==> src/rtl/tmr_slave_pkg.sv <==
package tmr_slave_pkg;

  localparam int SRC_W  = 3;
  localparam int MODE_W = 3;
  localparam int N_SRC  = 1 << SRC_W;
  localparam int CTL_W  = 1 + SRC_W + MODE_W;

  typedef enum logic [MODE_W-1:0] {
    SM_OFF    = 3'b000,
    SM_ENC_A  = 3'b001,
    SM_ENC_B  = 3'b010,
    SM_ENC_C  = 3'b011,
    SM_CLEAR  = 3'b100,
    SM_GATE   = 3'b101,
    SM_START  = 3'b110,
    SM_EXTCLK = 3'b111
  } slave_mode_e;

  typedef struct packed {
    logic             sync;
    logic [SRC_W-1:0] src;
    slave_mode_e      mode;
  } slave_ctl_t;

endpackage

==> src/rtl/tmr_slave_regs.sv <==
module tmr_slave_regs
  import tmr_slave_pkg::*;
(
  input  logic             clk,
  input  logic             rst_n,
  input  logic             ctl_wr,
  input  logic [CTL_W-1:0] ctl_din,
  input  logic             en_wr,
  input  logic             en_val,
  input  logic             start,
  output slave_ctl_t       ctl,
  output logic             cnt_en
);

  slave_ctl_t ctl_q, ctl_d;
  logic       en_q, en_d, en_ld;

  always_comb begin
    ctl_d = slave_ctl_t'(ctl_din);
  end

  // Trigger start dominates a software write in the same cycle.
  always_comb begin
    en_ld = start | en_wr;
    en_d  = start ? 1'b1 : en_val;
  end

  always_ff @(posedge clk or negedge rst_n) begin
    if (!rst_n) begin
      ctl_q <= '0;
    end else if (ctl_wr) begin
      ctl_q <= ctl_d;
    end
  end

  always_ff @(posedge clk or negedge rst_n) begin
    if (!rst_n) begin
      en_q <= 1'b0;
    end else if (en_ld) begin
      en_q <= en_d;
    end
  end

  assign ctl    = ctl_q;
  assign cnt_en = en_q;

  // a start request always leaves the enable set
  a_r7_start_sets_en: assert property (@(posedge clk) disable iff (!rst_n)
    start |=> en_q);

endmodule

==> src/rtl/tmr_slave_trigsel.sv <==
module tmr_slave_trigsel
  import tmr_slave_pkg::*;
#(
  parameter int NSRC = N_SRC
) (
  input  logic                    clk,
  input  logic                    rst_n,
  input  logic [NSRC-1:0]         trig_in,
  input  logic [$clog2(NSRC)-1:0] src,
  output logic                    sel,
  output logic                    rise
);

  localparam int SW = $clog2(NSRC);

  logic [NSRC-1:0] hit;
  logic            sel_q;

  generate
    for (genvar k = 0; k < NSRC; k++) begin : g_dec
      assign hit[k] = trig_in[k] & (src == SW'(k));
    end
  endgenerate

  always_comb begin
    sel  = |hit;
    rise = sel & ~sel_q;
  end

  always_ff @(posedge clk or negedge rst_n) begin
    if (!rst_n) begin
      sel_q <= 1'b0;
    end else begin
      sel_q <= sel;
    end
  end

  // the selected line is one of the candidates, never more than one
  a_r2_single_hit: assert property (@(posedge clk) disable iff (!rst_n)
    $onehot0(hit));

endmodule

==> src/rtl/tmr_slave_mode.sv <==
module tmr_slave_mode
  import tmr_slave_pkg::*;
(
  input  logic        clk,
  input  logic        rst_n,
  input  slave_mode_e mode,
  input  logic        sel,
  input  logic        rise,
  input  logic        cnt_en,
  output logic        tick,
  output logic        clear,
  output logic        start,
  output logic        trig_evt
);

  logic slave_act;

  always_comb begin
    slave_act = 1'b0;
    tick      = 1'b0;
    clear     = 1'b0;
    start     = 1'b0;
    unique case (mode)
      SM_OFF, SM_ENC_A, SM_ENC_B, SM_ENC_C: begin
        tick = cnt_en;
      end
      SM_CLEAR: begin
        slave_act = 1'b1;
        tick      = cnt_en;
        clear     = rise;
      end
      SM_GATE: begin
        slave_act = 1'b1;
        tick      = cnt_en & sel;
      end
      SM_START: begin
        slave_act = 1'b1;
        tick      = cnt_en;
        start     = rise;
      end
      SM_EXTCLK: begin
        slave_act = 1'b1;
        tick      = cnt_en & rise;
      end
      default: begin
        tick = cnt_en;
      end
    endcase
    trig_evt = slave_act & rise;
  end

  // in external clock mode a count needs a trigger edge
  a_r8_ext_needs_edge: assert property (@(posedge clk) disable iff (!rst_n)
    (mode == SM_EXTCLK && tick) |-> rise);

  // gated mode never counts with the line low
  a_r6_gate_high: assert property (@(posedge clk) disable iff (!rst_n)
    (mode == SM_GATE && tick) |-> sel);

  // no trigger event with slave control off or in encoder modes
  a_r12_evt_mode: assert property (@(posedge clk) disable iff (!rst_n)
    trig_evt |-> mode[2]);

endmodule

==> src/rtl/tmr_slave_counter.sv <==
module tmr_slave_counter #(
  parameter int CW = 16
) (
  input  logic          clk,
  input  logic          rst_n,
  input  logic          tick,
  input  logic          clear,
  input  logic [CW-1:0] arr,
  output logic [CW-1:0] count,
  output logic          ovf
);

  logic [CW-1:0] cnt_q, cnt_d;
  logic          ovf_q, ovf_d;
  logic          cnt_ld;

  always_comb begin
    cnt_d  = cnt_q;
    ovf_d  = 1'b0;
    cnt_ld = clear | tick;
    if (clear) begin
      cnt_d = '0;
    end else if (tick) begin
      if (cnt_q == arr) begin
        cnt_d = '0;
        ovf_d = 1'b1;
      end else begin
        cnt_d = cnt_q + 1'b1;
      end
    end
  end

  always_ff @(posedge clk or negedge rst_n) begin
    if (!rst_n) begin
      cnt_q <= '0;
    end else if (cnt_ld) begin
      cnt_q <= cnt_d;
    end
  end

  always_ff @(posedge clk or negedge rst_n) begin
    if (!rst_n) begin
      ovf_q <= 1'b0;
    end else begin
      ovf_q <= ovf_d;
    end
  end

  assign count = cnt_q;
  assign ovf   = ovf_q;

  // a clear wins over counting and suppresses the wrap pulse
  a_r10_clear_wins: assert property (@(posedge clk) disable iff (!rst_n)
    clear |=> (cnt_q == '0 && !ovf_q));

  // without a tick or clear the count holds
  a_r3_hold: assert property (@(posedge clk) disable iff (!rst_n)
    (!clear && !tick) |=> $stable(cnt_q));

  // the wrap pulse coincides with a zero count
  a_r9_ovf_zero: assert property (@(posedge clk) disable iff (!rst_n)
    ovf_q |-> (cnt_q == '0));

endmodule

==> src/rtl/tmr_slave_ctrl.sv <==
module tmr_slave_ctrl
  import tmr_slave_pkg::*;
#(
  parameter int CNT_W = 16
) (
  input  logic             clk,
  input  logic             rst_n,
  input  logic             ctl_wr,
  input  logic [CTL_W-1:0] ctl_din,
  input  logic             cnt_en_wr,
  input  logic             cnt_en_val,
  input  logic [CNT_W-1:0] arr,
  input  logic [N_SRC-1:0] trig_in,
  output logic [CNT_W-1:0] count,
  output logic             cnt_en,
  output logic             trig_evt,
  output logic             ovf,
  output logic             sync_en
);

  logic       rst_s1, rst_s2;
  slave_ctl_t ctl;
  logic       sel, rise, tick, clear, start;

  // Asynchronous assert, synchronous release
  always_ff @(posedge clk or negedge rst_n) begin
    if (!rst_n) begin
      rst_s1 <= 1'b0;
      rst_s2 <= 1'b0;
    end else begin
      rst_s1 <= 1'b1;
      rst_s2 <= rst_s1;
    end
  end

  tmr_slave_regs u_regs (
    .clk     (clk),
    .rst_n   (rst_s2),
    .ctl_wr  (ctl_wr),
    .ctl_din (ctl_din),
    .en_wr   (cnt_en_wr),
    .en_val  (cnt_en_val),
    .start   (start),
    .ctl     (ctl),
    .cnt_en  (cnt_en)
  );

  tmr_slave_trigsel #(.NSRC(N_SRC)) u_trigsel (
    .clk     (clk),
    .rst_n   (rst_s2),
    .trig_in (trig_in),
    .src     (ctl.src),
    .sel     (sel),
    .rise    (rise)
  );

  tmr_slave_mode u_mode (
    .clk      (clk),
    .rst_n    (rst_s2),
    .mode     (ctl.mode),
    .sel      (sel),
    .rise     (rise),
    .cnt_en   (cnt_en),
    .tick     (tick),
    .clear    (clear),
    .start    (start),
    .trig_evt (trig_evt)
  );

  tmr_slave_counter #(.CW(CNT_W)) u_cnt (
    .clk   (clk),
    .rst_n (rst_s2),
    .tick  (tick),
    .clear (clear),
    .arr   (arr),
    .count (count),
    .ovf   (ovf)
  );

  assign sync_en = ctl.sync;

  // a reset-mode edge always flags a trigger event
  a_r5_clear_flags: assert property (@(posedge clk) disable iff (!rst_s2)
    (ctl.mode == SM_CLEAR && rise) |-> trig_evt);

endmodule

==> config.mk <==
export PLATFORM = sky130hd
export DESIGN_NAME = tmr_slave_ctrl
export DESIGN_NICKNAME = d
export VERILOG_FILES = /design/src/rtl/tmr_slave_pkg.sv /design/src/rtl/tmr_slave_regs.sv /design/src/rtl/tmr_slave_trigsel.sv /design/src/rtl/tmr_slave_mode.sv /design/src/rtl/tmr_slave_counter.sv /design/src/rtl/tmr_slave_ctrl.sv
export SDC_FILE = /design/constraint.sdc
export NUM_CORES = 1
export LEC_CHECK = 0
export BUFFER_PORTS_ARGS = -buffer_cell sky130_fd_sc_hd__clkbuf_2
export CORE_ASPECT_RATIO = 2
export CORE_UTILIZATION = 35
export DETAILED_ROUTE_END_ITERATION = 6
export MAX_ROUTING_LAYER = met4
export PLACE_DENSITY = 0.68
export SYNTH_ARGS = -nofsm -noshare
export SYNTH_HDL_FRONTEND = slang
export SYNTH_SLANG_ARGS = --single-unit
==> constraint.sdc <==
create_clock -name clk -period 2 [get_ports clk]
set_input_delay 0.1 -clock clk [delete_from_list [all_inputs] [get_ports clk]]
set_output_delay 0.1 -clock clk [all_outputs]
set_load 0.01 [all_outputs]
==> results by group, run 1 <==
Timing
  • Fin crit share: 104%
  • RSZ-0062 raised after global routing: true
  • Final worst slack: -0.0783 ns
  • Skew final: 0.00304 ns
  • Slew Viols, Final: 0
  • Final setup violation count: 16
  • FMAX: 481 MHz
  • Final Critical Period: 2.08 ns
  • Hold Vio Cnt, Final: 0

Logic synthesis
  • Synthesis-stage register bit count: 28
  • Synth Area per Inst: 9.93 µm²
  • Synth warnings: 0
  • EDFF count, synth: 0
  • Synthesized area: 1660 µm²
  • Syn Nets: 204
  • Post-Synthesis Cells: 167
  • Netlist cell types: 35
  • Ys async rst share: 100%
  • Register area share after synthesis: 42.3%
  • Top FF cell, synth: dfrtp_1

GRT
  • Initial antenna violation count: 0
  • Vias in the first global route: 1710
  • Total gr overflow: 0
  • Largest net degree at the start of global routing: 27
  • First-pass GRT wire length: 7550 µm
  • All-Layer GR Usage: 20.2%

Placement
  • Post-place instance area: between 2000 and 2500 µm²
  • Pre-CTS setup slack: -0.155 ns
  • I/O Buffers: 55
  • GPL Wtd Cong: 0.848
  • Post-Place Cells: 299
  • Half-perimeter wire length after detailed placement: about 3400 µm

Clocking
  • Clock slew seen by the registers of the worst setup and hold paths: about 0.1 ns
  • Clock Sinks: 28
  • Total CTS buffers: 3
  • Clk Latency, worst-skew pair: 0.28 ns
  • Clk buf depth: 2
  • CTS H-tree depth: 1
  • Clock root buffer: clkbuf_8
  • Clock tree from TritonCTS: yes

Final layout
  • Layout overhead on the synthesized area: 44.7%
  • Fin cells: between 300 and 400
  • Design area: 2400 µm²
  • N_diodes: 0
  • Fraction of layout cells with a size suffix above 1: 49.0%
  • Final design utilization: 52.7%
  • Layout Nets: 291

Critical path
  • Worst EP arrival: 2.24 ns
  • Worst setup path category: flop to flop
  • Worst path required time: approximately 2.2 ns
  • Critical Path Fanout Max: 4
  • CP peak stage delay: 0.52 ns
  • Critical path cell sequence: mux4_2 -> mux2_4 -> o211ai_1 -> buf_4 -> nand2b_4 -> buf_6 -> o22ai_2
  • Crit. End Element: flop
  • Critical Path Source Type: flop
  • CP max stage cell: mux4_2

Floorplan
  • Die area: 5030 µm²
  • Num rows: 35
  • Starting Density: 36.4%
  • CORE AREA: 4550 µm²
  • Die width: 50.7 µm
  • Die Y-Extent: around 99 µm
  • Ports: 56

Detailed routing
  • Starting DRC count in detailed routing: 44
  • Via count: approximately 1600
  • Antenna Violating Nets Remaining: 0
  • Vias per cell: 5.32
  • DR WL/cell: 14.9 µm
  • DR pass1 iterations: 4
  • DRC: 0
  • Drt total wl: ~4600 µm

Status
  • Status: complete, but fails checks
  • Failing checks: negative setup slack

Power
  • Max IR drop VDD: approximately 0.00058 V
  • PwrDens: roughly 760 nW/µm²
  • Leakage: 1.15 nW
  • PnR Total Power: 1.82 mW

Worst hold path
  • Hold Path Class: input port to flop

Flow run
  • Max-cap violations: 0
==> cell families (layout without fill, tap and decap cells) <==
family | after synthesis | count (layout) | share of synthesized area (%)
AO/OA/AOI/OAI | 31 | 31 | 13.1
adder cells (fa/ha/maj) | 1 | 1 | 0.755
multiplexers | 11 | 11 | 9.43
buffers and inverters | 10 | 95 | 3.32
XOR/XNOR | 16 | 16 | 8.45
AND/OR/NAND/NOR | 69 | 70 | 22.4
flip-flops | 28 | 28 | 42.3
other | 1 | 1 | 0.226
==> per-layer routing <==
metal / wire [µm] / share of wire (%) / global-route usage, %
met5: 0 / 0 / -
met4: 168 / 3.7 / 10.0
met3: 213 / 4.6 / 1.68
met2: 2540 / 55 / 36.4
met1: 1680 / 37 / 21.1
==> critical path: cells and delay by family, from the launching register on <==
| family | cells | cell delay [ns] |
|---|---|---|
| mux | 2 | 0.81 |
| flops | 1 | 0.42 |
| compound gates | 2 | 0.31 |
| buf+inv | 2 | 0.30 |
| simple gates | 1 | 0.14 |
==> synthesized netlist by cell type (2+ instances only) <==
cell type	count	area (µm²)
buf_2	2	10.0
nor4_1	4	25.0
mux4_1	2	52.6
dfrtp_1	28	701
o22ai_1	7	43.8
inv_1	3	11.3
a21oi_1	15	75.1
nor2_1	2	7.51
clkbuf_1	2	7.51
xor2_1	16	140
nand2_1	23	86.3
nor3_1	3	15.0
nand4_1	3	18.8
or3_1	9	56.3
and3_1	2	12.5
nand3_1	9	45.0
nand4b_1	3	26.3
nand3b_1	2	15.0
buf_4	2	15.0
nand2b_1	3	18.8
mux2_2	7	78.8
or2_2	2	12.5
o22ai_2	6	75.1
==> timing repair <==
| item | 4_1_cts | 5_1_grt |
|---|---|---|
| gates cloned | 1 | 0 |
| pin swaps | 19 | 8 |
| hold buffers | 1 | 0 |
| gates resized for setup | 9 | 13 |
| endpoints found under the hold margin | 2 | 0 |
| buffers inserted | 1 | 2 |
| endpoints found under the setup margin | 17 | 17 |
==> through the flow <==
step | setup TNS, ns | hold WS [ns]
after floorplan | 0 | -0.196
after global placement | -0.432 | -0.113
after detailed placement | -1.47 | -0.109
after CTS | -0.742 | 0.0380
after global routing | -2.19 | 0.0366
final | -0.807 | 0.0351
==> registers in the layout, indices dropped and copies added, names as in the netlist <==
signal	cells
rst_s2	1
u_cnt.ovf	1
u_regs.cnt_en	1
u_regs.ctl	7
u_trigsel.sel_q	1
rst_s1	1
u_cnt.count	16
==> path summary, 6_finish.rpt <==
check / start / endpoint / slack, ns / cells after the start
max: u_regs.ctl[3] / u_cnt.count[9] / -0.08 / 7
min: cnt_en_val / u_regs.cnt_en / 0.04 / 3
max reg2reg: u_regs.ctl[3] / u_cnt.count[9] / -0.08 / 7
min reg2reg: rst_s2 / u_regs.ctl[4] / 0.24 / 1
max in group asynchronous: rst_s2 / u_cnt.count[3] / 1.50 / 1
min in group asynchronous: rst_n / rst_s2 / 0.12 / 2
==> layout make-up <==
cell class	instances	area [µm²]
Clock buffer	3	41.3
Clock inverter	1	30.0
Fill cell	460	2160
Inverter	3	11.3
Multi-Input combinational cell	130	971
Sequential cell	28	701
Tap cell	55	68.8
Timing Repair Buffer	88	576
==> where the power goes <==
part / leakage, nW / internal [mW] / total, mW / switching (mW)
clock network: 0.0357 / 0.268 / 0.461 / 0.193
logic: 0.752 / 0.347 / 0.657 / 0.310
registers: 0.360 / 0.637 / 0.701 / 0.0635
==> layout by cell type (no fill, tap or decap), drive strengths merged <==
cell / n
and3: 4
mux2: 8
mux4: 2
conb: 1
mux2i: 1
nor3: 3
dfrtp: 28
nand2b: 3
o22ai: 13
nor2: 2
nand3b: 2
nand3: 9
o32ai: 1
a21oi: 15
bufinv: 1
nand2: 23
dlygate4sd3: 1
and2: 1
o31ai: 1
xor2: 16
nand4: 3
ha: 1
nor4: 4
o211ai: 1
buf: 33
or2: 2
nor2b: 1
or3: 9
inv: 3
or3b: 1
clkbuf: 57
nand4b: 3
No activity file was read; power rests on OpenSTA's default activity.
==> run 2: changes to the inputs <==
CTS_CLUSTER_SIZE = 16   (was not set)
PLACE_DENSITY = 0.7   (was 0.68)
clock period = 1.7 ns   (was 2 ns; I/O delays follow)
==> results by group, run 2 (synthesis gave the netlist of run 1 again) <==
Timing
  • Hold Vio Cnt, Final: 0 (unchanged)
  • Min Hold Slack: 0.0288 ns (-0.00632 ns)
  • FMAX: 492 MHz (+2.2%)
  • Final Critical Period: 2.03 ns (-0.0456 ns)
  • Fin crit share: 120% (+16 points)
  • Slew Viols, Final: 0 (unchanged)
  • Final worst slack: -0.333 ns (-0.254 ns)
  • Skew final: 0.00694 ns (+0.00390 ns)
  • Final setup violation count: 19 (+3)
  • RSZ-0062 raised after global routing: true

GRT
  • Largest net degree at the start of global routing: 27 (unchanged)
  • All-Layer GR Usage: 20.3% (+0.13 points)
  • Met2 Usage GRT: 38.3% (+1.8 points)
  • Initial antenna violation count: 0 (unchanged)
  • Total gr overflow: 0 (unchanged)
  • First-pass GRT wire length: 7560 µm (+0.19%)
  • Vias in the first global route: 1707 (-0.18%)
  • Met1 Use GR: 21.3% (+0.12 points)
  • Gr busiest metal: met2
  • Met3 GRT Util: 1.38% (-0.31 points)

Detailed routing
  • DR pass1 iterations: 4 (unchanged)
  • DRC: 0 (unchanged)
  • Via count: 1693 (+3.2%)
  • Drt total wl: 4650 µm (+1.1%)
  • Starting DRC count in detailed routing: 46 (+4.5%)
  • DR WL/cell: 14.7 µm (-1.5%)
  • Vias per cell: 5.36 (+0.62%)
  • Antenna Violating Nets Remaining: 0 (unchanged)

Power
  • Clock power frac: 25.5% (about the same)
  • PwrDens: 881 nW/µm² (+16%)
  • Reg power frac: 38.9% (+0.4 points)
  • Max IR drop VDD: 0.000804 V (+39%)
  • Leakage: 1.15 nW (+0.65%)
  • Int Pwr: 1.46 mW (+16%)
  • Sw Share: 30.9% (-0.26 points)
  • Combinational Power Share: 35.6% (-0.5 points)
  • Sw Pwr: 0.652 mW (+15%)

Critical path
  • Worst setup path category: flop to flop
  • Crit. End Element: flop
  • CP peak stage delay: 0.50 ns (-0.02 ns)
  • Setup crit end: u_cnt.count[7]
  • Critical Path Start: u_regs.ctl[3]
  • Worst EP arrival: 2.25 ns (about the same)
  • Critical Path Source Type: flop
  • R2R depth: 7 (unchanged)
  • Critical path cell sequence: mux4_2 -> mux2_4 -> o211ai_1 -> buf_4 -> buf_4 -> a21oi_1 -> o22ai_2
  • Worst r2r dst: u_cnt.count[7]
  • Worst path required time: 1.91 ns (-0.26 ns)
  • Total stage count of the critical path: 7 (unchanged)
  • Critical path buffers and inverters: 2 (unchanged)
  • CP max stage cell: mux4_2
  • FF-to-FF setup slack: -0.33 ns (-0.25 ns)
  • Critical Path Fanout Max: 8 (+4)
  • CP most frequent cell: buf_4
  • Reg2reg start: u_regs.ctl[3]
  • Top delay family on crit path: multiplexers

Flow run
  • Max-cap violations: 0 (unchanged)

Clocking
  • Clock tree from TritonCTS: yes
  • Total CTS buffers: 3 (unchanged)
  • Clk Latency, worst-skew pair: 0.28 ns (about the same)
  • Clock root buffer: clkbuf_8
  • Clock Sinks: 28 (unchanged)
  • Clk buf depth: 2 (unchanged)
  • Clock slew seen by the registers of the worst setup and hold paths: 0.10 ns (about the same)
  • CTS H-tree depth: 1 (unchanged)

Final layout
  • Layout overhead on the synthesized area: 44.5%
  • Final design utilization: 52.6% (-0.055 points)
  • Most frequent cells in the layout: 55 x clkbuf_2, 37 x buf_4, 28 x dfrtp_1, 23 x nand2_1, 16 x xor2_1
  • Commonest non-fill, non-tap cell in the layout: clkbuf_2
  • Largest register FFs: 16 (unchanged)
  • Layout Nets: 299 (+2.7%)
  • N_diodes: 0 (unchanged)
  • Fraction of layout cells with a size suffix above 1: 48.3% (-0.74 points)

Floorplan
  • CORE AREA: 4550 µm² (unchanged)
  • Ports: 56 (unchanged)
  • Die area: 5030 µm² (unchanged)
  • Num rows: 35 (unchanged)
  • Die width: 50.7 µm (unchanged)
  • Starting Density: 36.4% (unchanged)
  • Die Y-Extent: 99.3 µm (unchanged)

Status
  • Status: complete, but fails checks
  • Failing checks: negative setup slack

Placement
  • Pre-CTS setup slack: -0.328 ns (-0.174 ns)
  • GPL Wtd Cong: 0.849 (+0.11%)
  • I/O Buffers: 55 (unchanged)
  • Half-perimeter wire length after detailed placement: 3540 µm (+4.7%)

Worst hold path
  • Hold Path Class: input port to flop
  • Min-Delay Path Depth: 2 (-1)
==> run 2: through the flow <==
| step | TNS (ns) | instance area, µm² | power, mW | std cells |
|---|---|---|---|---|
| CTS | -5.61 | 2360 | 2.10 | 315 |
| global route | -7.57 | 2400 | 2.22 | 316 |
| global placement | -3.98 | 2260 | 1.54 | 308 |
| finish | -5.57 | 2400 | 2.11 | 316 |
| floorplan | -3.14 | 1660 | 1.21 | 167 |
| detailed placement | -5.03 | 2260 | 1.55 | 308 |
==> run 2: worst min-delay path by stage <==
| stage | start | endpoint |
|---|---|---|
| finish | ctl_din[0] | u_regs.ctl[0] |
| global route | cnt_en_val | u_regs.cnt_en |
| CTS | ctl_din[1] | u_regs.ctl[1] |
| detailed placement | rst_n | rst_s2 |
| global placement | rst_n | rst_s1 |
| floorplan | rst_n | rst_s1 |
==> run 2: repair_timing <==
item                                   CTS  global route
hold buffers                             1             0
endpoints found under the hold margin    2             0
setup endpoints to repair               19            19
buffers inserted                         2             1
gates cloned                             0             0
gates resized for setup                  2             6
pin swaps                                2             8
==> run 2: final cells by class <==
type | instances | area, µm²
inverter | 3 | 11.3
tap | 55 | 68.8
timing repair buffer | 97 | 626
sequential | 28 | 701
multi-input combinational | 129 | 918
clock inverter | 1 | 30.0
fill | 436 | 2160
clock buffer | 3 | 41.3
==> run 2: power groups by stage <==
stage | sequential [mW] | clock (mW) | combinational, mW
final | 0.821 | 0.538 | 0.751
after global routing | 0.830 | 0.568 | 0.823
after CTS | 0.822 | 0.547 | 0.734
after detailed placement | 0.836 | 0 | 0.716
after global placement | 0.834 | 0 | 0.702
after floorplan | 0.894 | 0 | 0.316
==> run 2: per-layer routing <==
metal | part of all wire, % | routed length (µm) | vias to the layer above
met5 | 0 | 0 | -
met4 | 2.5 | 114 | 0
met3 | 4.0 | 185 | 10
met2 | 57 | 2630 | 72
met1 | 37 | 1720 | 815
li1 | - | - | 796
==> run 3: changes to the inputs <==
CTS_CLUSTER_DIAMETER = 100   (was not set)
SKIP_LAST_GASP = 1   (was not set)
==> results by group, run 3 (synthesis gave the netlist of run 1 again) <==
Power
  • Max IR drop VDD: 0.000804 V (about the same)
  • PwrDens: 883 nW/µm² (+0.19%)
  • Leakage: 1.15 nW (-0.16%)

GRT
  • Vias in the first global route: 1707 (unchanged)
  • Initial antenna violation count: 0 (unchanged)
  • All-Layer GR Usage: 20.2% (-0.096 points)
  • Largest net degree at the start of global routing: 27 (unchanged)
  • First-pass GRT wire length: 7530 µm (-0.37%)
  • Total gr overflow: 0 (unchanged)

Placement
  • GPL Wtd Cong: 0.849 (unchanged)
  • Post-place instance area: 2260 µm² (unchanged)
  • Post-Place Cells: 308 (unchanged)
  • Half-perimeter wire length after detailed placement: 3540 µm (unchanged)
  • I/O Buffers: 55 (unchanged)

Final layout
  • N_diodes: 0 (unchanged)
  • Largest register FFs: 16 (unchanged)
  • Layout Nets: 299 (unchanged)
  • Most frequent cells in the layout: 55 x clkbuf_2, 38 x buf_4, 28 x dfrtp_1, 23 x nand2_1, 16 x xor2_1
  • Design area: 2380 µm² (-0.73%)
  • Layout overhead on the synthesized area: 43.5%
  • Commonest non-fill, non-tap cell in the layout: clkbuf_2
  • Fraction of layout cells with a size suffix above 1: 47.1% (-1.1 points)
  • Final design utilization: 52.2% (-0.38 points)
  • Fin cells: 316 (unchanged)

Timing
  • FMAX: 490 MHz (-0.48%)
  • RSZ-0062 raised after global routing: true
  • Slew Viols, Final: 0 (unchanged)
  • Final Critical Period: 2.04 ns (+0.00982 ns)
  • Skew final: 0.00585 ns (-0.00109 ns)
  • Fin crit share: 120% (+0.58 points)
  • Hold Vio Cnt, Final: 0 (unchanged)
  • Final worst slack: -0.342 ns (-0.00982 ns)
  • Final setup violation count: 19 (unchanged)

Critical path
  • Critical Path Source Type: flop
  • Top delay family on crit path: multiplexers
  • Critical Path Fanout Max: 8 (unchanged)
  • Worst setup path category: flop to flop
  • CP max stage cell: mux4_2
  • CP peak stage delay: 0.50 ns (about the same)
  • Critical path cell sequence: mux4_2 -> mux2_4 -> o211ai_1 -> buf_4 -> buf_6 -> a21oi_1 -> o22ai_1
  • Worst path required time: 1.90 ns (about the same)
  • Worst EP arrival: 2.24 ns (about the same)
  • Crit. End Element: flop
  • Critical path buffers and inverters: 2 (unchanged)

Floorplan
  • Ports: 56 (unchanged)
  • Num rows: 35 (unchanged)
  • Die Y-Extent: 99.3 µm (unchanged)
  • Die area: 5030 µm² (unchanged)
  • Starting Density: 36.4% (unchanged)
  • Die width: 50.7 µm (unchanged)
  • CORE AREA: 4550 µm² (unchanged)

Clocking
  • Clock root buffer: clkbuf_8
  • Clock Sinks: 28 (unchanged)
  • Total CTS buffers: 3 (unchanged)
  • Clock slew seen by the registers of the worst setup and hold paths: 0.10 ns (about the same)
  • Clock tree from TritonCTS: yes
  • CTS H-tree depth: 1 (unchanged)
  • Clk Latency, worst-skew pair: 0.28 ns (about the same)
  • Clk buf depth: 2 (unchanged)

Status
  • Failing checks: negative setup slack
  • Status: complete, but fails checks

Detailed routing
  • Vias per cell: 5.26 (-1.8%)
  • DRC: 0 (unchanged)
  • Starting DRC count in detailed routing: 41 (-11%)
  • Antenna Violating Nets Remaining: 0 (unchanged)
  • DR pass1 iterations: 5 (+1)
  • Drt total wl: 4570 µm (-1.9%)
  • Via count: 1663 (-1.8%)
  • DR WL/cell: 14.4 µm (-1.9%)

Flow run
  • Max-cap violations: 0 (unchanged)

Worst hold path
  • Hold Path Class: input port to flop
[run 3: where the power goes]
group / total (mW) / leakage [nW] / switching (mW) / internal [mW]
logic: 0.740 / 0.757 / 0.350 / 0.389
clock network: 0.538 / 0.0357 / 0.223 / 0.316
registers: 0.821 / 0.360 / 0.0715 / 0.750
[run 3: path summary, 6_finish.rpt]
path / slack [ns] / cells past startpoint / from / to
worst max-delay path: -0.34 / 7 / u_regs.ctl[3] / u_cnt.count[9]
worst min-delay path: 0.03 / 2 / ctl_din[0] / u_regs.ctl[0]
worst max register to register: -0.34 / 7 / u_regs.ctl[3] / u_cnt.count[9]
worst min register to register: 0.24 / 1 / rst_s2 / u_regs.ctl[1]
max in group asynchronous: 1.20 / 1 / rst_s2 / u_regs.ctl[4]
min in group asynchronous: 0.11 / 2 / rst_n / rst_s2
[run 3: cell type report]
| class | count | area (µm²) |
|---|---|---|
| clock buffers | 3 | 41.3 |
| clock inverters | 1 | 30.0 |
| fillers | 439 | 2180 |
| inverters | 3 | 11.3 |
| multi-input cells | 129 | 905 |
| flip-flops and latches | 28 | 701 |
| well taps | 55 | 68.8 |
| repair buffers | 97 | 622 |
[run 3: per-stage QoR]
stage	setup slack [ns]	hold WS, ns	power (mW)	setup TNS (ns)
after floorplan	-0.225	-0.211	1.21	-3.14
after global placement	-0.261	-0.127	1.54	-3.98
after detailed placement	-0.328	-0.126	1.55	-5.03
after CTS	-0.366	0.0249	2.10	-5.65
after global routing	-0.462	0.0278	2.21	-7.63
final	-0.342	0.0284	2.10	-5.57
[run 3: what timing repair did]
item / CTS / global route
hold buffers: 1 / 0
resized for setup: 1 / 3
setup buffers: 2 / 1
pin swaps: 1 / 8
endpoints found under the setup margin: 19 / 19
hold endpoints to repair: 2 / 0
[run 3: routing by layer]
metal	vias up	track usage [%]	wire, µm
met4	0	7.26	72
met3	6	1.38	200
met2	61	37.8	2620
met5	-	-	0
li1	796	-	-
met1	800	21.4	1670
